===== config.mk =====
export PLATFORM = sky130hd
export DESIGN_NAME = serial_eeprom_slave
export DESIGN_NICKNAME = d
export VERILOG_FILES = /design/src/rtl/serial_eeprom_slave.sv
export SDC_FILE = /design/constraint.sdc
export NUM_CORES = 2
export LEC_CHECK = 0
export BUFFER_PORTS_ARGS = -buffer_cell sky130_fd_sc_hd__buf_2
export CORE_UTILIZATION = 50
export DETAILED_ROUTE_END_ITERATION = 8
export GPL_ROUTABILITY_DRIVEN = 0
export PLACE_DENSITY = 0.73
export SLEW_MARGIN = 10
export SYNTH_ARGS = -nofsm -noshare
export SYNTH_HDL_FRONTEND = slang
export SYNTH_SLANG_ARGS = --single-unit

===== constraint.sdc =====
create_clock -name clk -period 7.24 [get_ports clk]
set_clock_uncertainty 0.1 [all_clocks]
set_input_delay 0.724 -clock clk [delete_from_list [all_inputs] [get_ports clk]]
set_output_delay 0.724 -clock clk [all_outputs]
set_load 0.02 [all_outputs]

===== src/rtl/serial_eeprom_slave.sv =====
module serial_eeprom_slave #(
  parameter int DATA_W    = 16,
  parameter int ADDR_W    = 6,
  parameter int WR_CYCLES = 500000
) (
  input  logic clk,
  input  logic rst_n,
  input  logic cs,
  input  logic sck,
  input  logic din,
  output logic dout,
  output logic dout_en
);
  localparam int DEPTH = 1 << ADDR_W;
  localparam int CMD_W = ADDR_W + 2;
  localparam int MAXB  = (DATA_W > CMD_W) ? DATA_W : CMD_W;
  localparam int CNT_W = $clog2(MAXB + 1);
  localparam int TMR_W = $clog2(WR_CYCLES + 1);

  typedef enum logic [2:0] {S_IDLE, S_CMD, S_RD, S_WR, S_DONE} st_t;

  st_t                state;
  logic               sck_q, busy, stat_pend, rd_en, rd_bit;
  logic [CNT_W-1:0]   cnt;
  logic [CMD_W-2:0]   cmd_sr;
  logic [DATA_W-1:0]  sh;
  logic [ADDR_W-1:0]  addr_q;
  logic [TMR_W-1:0]   tmr;
  logic [DATA_W-1:0]  mem [DEPTH];

  wire              sck_rise = sck & ~sck_q;
  wire [CMD_W-1:0]  cmd_full = {cmd_sr, din};
  wire [1:0]        op       = cmd_full[CMD_W-1:CMD_W-2];
  wire              show_st  = stat_pend & (state == S_IDLE);

  assign dout_en = cs & (rd_en | show_st);
  assign dout    = rd_en ? rd_bit : ~busy;

  always_ff @(posedge clk) begin
    if (!rst_n) begin
      state     <= S_IDLE;
      sck_q     <= 1'b0;
      busy      <= 1'b0;
      stat_pend <= 1'b0;
      rd_en     <= 1'b0;
      rd_bit    <= 1'b0;
      cnt       <= '0;
      cmd_sr    <= '0;
      sh        <= '0;
      addr_q    <= '0;
      tmr       <= '0;
      for (int i = 0; i < DEPTH; i++) mem[i] <= '0;
    end else begin
      sck_q <= sck;
      if (busy) begin
        if (tmr == '0) begin
          busy         <= 1'b0;
          mem[addr_q]  <= sh;
        end else begin
          tmr <= tmr - 1'b1;
        end
      end
      if (!cs) begin
        state <= S_IDLE;
        rd_en <= 1'b0;
        cnt   <= '0;
      end else if (sck_rise) begin
        unique case (state)
          S_IDLE: if (din && !busy) begin
            state     <= S_CMD;
            stat_pend <= 1'b0;
            cnt       <= '0;
          end
          S_CMD: begin
            cmd_sr <= cmd_full[CMD_W-2:0];
            cnt    <= cnt + 1'b1;
            if (cnt == CNT_W'(CMD_W - 1)) begin
              cnt    <= '0;
              addr_q <= cmd_full[ADDR_W-1:0];
              if (op == 2'b10) begin
                state  <= S_RD;
                sh     <= mem[cmd_full[ADDR_W-1:0]];
                rd_en  <= 1'b1;
                rd_bit <= 1'b0;
              end else if (op == 2'b01) begin
                state <= S_WR;
              end else begin
                state <= S_DONE;
              end
            end
          end
          S_RD: begin
            if (cnt == CNT_W'(DATA_W)) begin
              rd_en <= 1'b0;
              state <= S_DONE;
            end else begin
              rd_bit <= sh[DATA_W-1];
              sh     <= sh << 1;
              cnt    <= cnt + 1'b1;
            end
          end
          S_WR: begin
            sh  <= {sh[DATA_W-2:0], din};
            cnt <= cnt + 1'b1;
            if (cnt == CNT_W'(DATA_W - 1)) begin
              state       <= S_DONE;
              busy        <= 1'b1;
              stat_pend   <= 1'b1;
              tmr         <= TMR_W'(WR_CYCLES - 1);
              mem[addr_q] <= '1;
            end
          end
          default: ;
        endcase
      end
    end
  end


  cs_low_idle_chk: assert property (@(posedge clk) disable iff (!rst_n)
    !cs |=> (state == S_IDLE) && !rd_en);


  rd_dummy_chk: assert property (@(posedge clk) disable iff (!rst_n)
    (cs && sck_rise && state == S_CMD && cnt == CNT_W'(CMD_W - 1) && op == 2'b10)
    |=> (!cs || (dout_en && !dout)));


  rd_hiz_chk: assert property (@(posedge clk) disable iff (!rst_n)
    (cs && sck_rise && state == S_RD && cnt == CNT_W'(DATA_W)) |=> !dout_en);


  busy_ignore_chk: assert property (@(posedge clk) disable iff (!rst_n)
    (busy && state == S_IDLE) |=> (state == S_IDLE));


  busy_start_chk: assert property (@(posedge clk) disable iff (!rst_n)
    $rose(busy) |-> ($past(state) == S_WR));


  hold_chk: assert property (@(posedge clk) disable iff (!rst_n)
    (cs && $past(cs) && !$past(sck_rise) && $past(state) == S_RD && state == S_RD)
    |-> ($stable(dout) && $stable(dout_en)));
endmodule


==> results by group <==
Placed design
  • I/O Buffers: 6
  • HPWL after detailed placement: 76.71 mm
  • Post-DP Area: 49410 sq um

Clock tree
  • Max Buffers Root-to-Sink: 3
  • Clock root cell: clkbuf_16
  • Clk_lat worst skew: 690 ps
  • Clock slew at reported path FFs: 60 ps
  • CTS Buf Count: 107
  • TritonCTS clock tree: built
  • Setup Buffers After CTS: 0
  • Post-cts hold buffer count: 0
  • # H-tree levels: 3
  • CTS Sinks: 1085
  • Resize count post-CTS: 0

Timing
  • Final setup fails: 0
  • RSZ-0062 raised after global routing: false
  • Peak Freq: 208.4 MHz
  • Tightest Pin Transition: 1306 ps
  • Setup TNS: 0 ps
  • Slew Viols, Final: 0
  • Final Critical Period: 4798 ps
  • Final period util: 66.28%
  • Slew margin rel.: 12.92%
  • Final Hold Fails: 0

Finish
  • Area delta synth->final: 8.712%
  • Fillers: 7479
  • Multi-input gate area: 15200 sq um
  • Register area: 31980 sq um
  • Nets: 3310
  • Share of cells above drive strength 1: 17.39%
  • Antenna cells: 0
  • Fin area: 52820 sq um

Global route
  • First-pass GRT wire length: 184.9 mm
  • Maximum number of pins on one net before global-route repair: 92
  • GRT Total Usage: 25.41%
  • Initial antenna violation count: 0
  • GR Overflow Total: 0
  • Vias in the first global route: 28290

Route
  • DR WL/cell: 26.73 um
  • Post-route DRC: 0
  • Drt initial violations: 3980
  • Via density: 6.227
  • Drt pass-1 iters: 6
  • Post-detailed-route count of antenna-violating nets: 0
  • Via Count: 28940
  • Detailed Route WL: 124.2 mm

Synth
  • Seq cells post-synth: 1085
  • Synth warnings: 0
  • Post-synthesis sequential area ratio: 65.80%
  • Synth Cell Area: 48580 sq um
  • Syn Nets: 3441
  • Cells after Synth: 3429
  • Dominant synthesized flop cell: edfxtp_1
  • EDFF count, synth: 1024
  • Mean Syn Cell Area: 14.17 sq um
  • Synth unique cells: 70
  • Async S/R FF share, synth: 0%

Worst hold path
  • Hold Crit Class: primary input to flop

Run status
  • Outcome: completed

Critical path
  • Critical Path End Type: flop
  • Slowest-stage cell, CP: o31ai_4
  • CP Data Required Time: 7440 ps
  • CP arrival: 5000 ps
  • Crit Path Max Fanout: 28
  • Worst setup SP type: flop
  • WS Path Type: flop to flop
  • Maximum single-stage delay on the critical path: 1040 ps
  • CP top delay family: simple AND/OR/NAND/NOR gates
  • Crit-path cells: or4_1 > or4b_4 > o31ai_4 > buf_12 > nand4_2 > nand2_1
  • CP bufs+invs: 1

Floorplan
  • Die Y: 313.7 um
  • # rows: 113
  • Initial Utilization: 50.83%
  • Die Span X: 313.7 um
  • Area of the core: 95580 sq um
  • Die area: 98420 sq um
  • IO Pins: 7

Run
  • Max Cap Viol: 0

Power and ir drop
  • PwrDens: 250.1 nW/um^2
  • VDD IR max: 213.2 uV
  • Leakage: 15.50 nW
## metrics by stage
step	hold WS, ps	setup slack [ps]	std cells	total power [W]	util, %
2_1_floorplan	343.5	3876	3429	0.007686	-
3_3_place_gp	361.3	2517	4452	0.007885	51.64
3_5_place_dp	364.4	2511	4454	0.007904	51.69
4_1_cts	148.7	2462	4647	0.01325	55.26
5_1_grt	190.3	2272	4647	0.01352	55.26
6_report	182.2	2442	4647	0.01321	55.26
## synthesized netlist by cell type, drive strengths merged, types with 5 or more instances
| library cell | n | share of area [%] |
|---|---|---|
| nor2 | 1107 | 8.6 |
| edfxtp | 1024 | 63 |
| mux4 | 256 | 12 |
| clkbuf | 191 | 1.5 |
| nand2 | 140 | 1.1 |
| buf | 110 | 1.6 |
| mux2i | 89 | 1.8 |
| nand3 | 62 | 1.8 |
| dfxtp | 61 | 2.5 |
| a21oi | 45 | 0.46 |
| nand4 | 37 | 0.90 |
| nor3 | 37 | 0.42 |
| o211ai | 30 | 0.46 |
| o22ai | 24 | 0.31 |
| a22oi | 22 | 0.34 |
| inv | 19 | 0.15 |
| o21ai | 13 | 0.13 |
| a21boi | 11 | 0.17 |
| xnor2 | 11 | 0.20 |
| nor4b | 10 | 0.18 |
| o22a | 9 | 0.16 |
| nand2b | 8 | 0.10 |
| nor2b | 8 | 0.10 |
| ha | 7 | 0.18 |
| o2111ai | 7 | 0.13 |
| a211oi | 6 | 0.093 |
| or4 | 6 | 0.10 |
| nand3b | 5 | 0.077 |
| o31ai | 5 | 0.11 |
| or3 | 5 | 0.064 |
| xor2 | 5 | 0.090 |
## worst paths after layout
kind	startpoint	end	slack (ps)	depth (start not counted)
hold reg to reg	stat_pend$_SDFFE_PN0P_	stat_pend$_SDFFE_PN0P_	370	2
hold / removal	sck	sck_q$_SDFF_PN0_	180	2
setup reg to reg	tmr[3]$_SDFF_PN0_	mem[23][12]$_SDFFCE_PN0P_	2440	6
setup / recovery	tmr[3]$_SDFF_PN0_	mem[23][12]$_SDFFCE_PN0P_	2440	6
## sequential cells by signal, summed over array words and instances, names as in the netlist
register / flops
addr_q: 6
busy: 1
cmd_sr: 7
cnt: 5
mem: 1024
rd_bit: 1
rd_en: 1
sck_q: 1
sh: 16
stat_pend: 1
state: 3
tmr: 19
## area by class of cell
type / instances / area share (%)
Clock buffer: 123 / 5.304
Tap cell: 1265 / 2.997
Inverter: 21 / 0.1492
Clock inverter: 70 / 1.151
Sequential cell: 1085 / 60.55
Multi-Input combinational cell: 2022 / 28.77
Timing Repair Buffer: 61 / 1.080
## cells by family (layout without fill, tap and decap cells)
logic type | after synthesis | after routing | synth area share (%)
buf+inv | 322 | 275 | 3.271
compound gates | 197 | 197 | 2.807
flops | 1085 | 1085 | 65.80
fa+ha+maj | 7 | 7 | 0.1803
xor+xnor | 16 | 16 | 0.2884
simple gates | 1454 | 1454 | 13.88
mux | 348 | 348 | 13.77
## placed cells by master (no fill, tap or decap), types with 12 or more instances in the layout
cell	netlist	layout
edfxtp_1	1024	1024
nand3_4	45	45
clkbuf_16	0	110
buf_4	0	48
a21oi_1	45	44
clkinv_1	2	25
nor2_1	1107	1086
nor2_4	0	16
clkinv_2	0	16
a22oi_1	22	22
mux4_2	256	256
mux2i_1	89	89
o21ai_0	13	13
nand3_1	14	14
o22ai_1	24	24
inv_1	19	19
nand2_1	140	140
dfxtp_1	61	59
o211ai_1	30	30
nand4_4	12	12
nor3_1	33	32
clkbuf_1	191	13
nand4_1	21	21
## layer usage
layer,vias up,global-route usage (%),wire length [um]
li1,12360,-,-
met1,14550,34.45,46450
met2,1747,40.18,59000
met3,283,5.119,13390
met4,0,10.85,5352
met5,-,0,0
## where the power goes
part	internal [W]	switching [W]
combinational	0.000220	0.000326
clock	0.00303	0.00240
sequential	0.00714	0.0000929
total	0.0104	0.00282
Note: power is estimated with default switching activity, not from simulation.
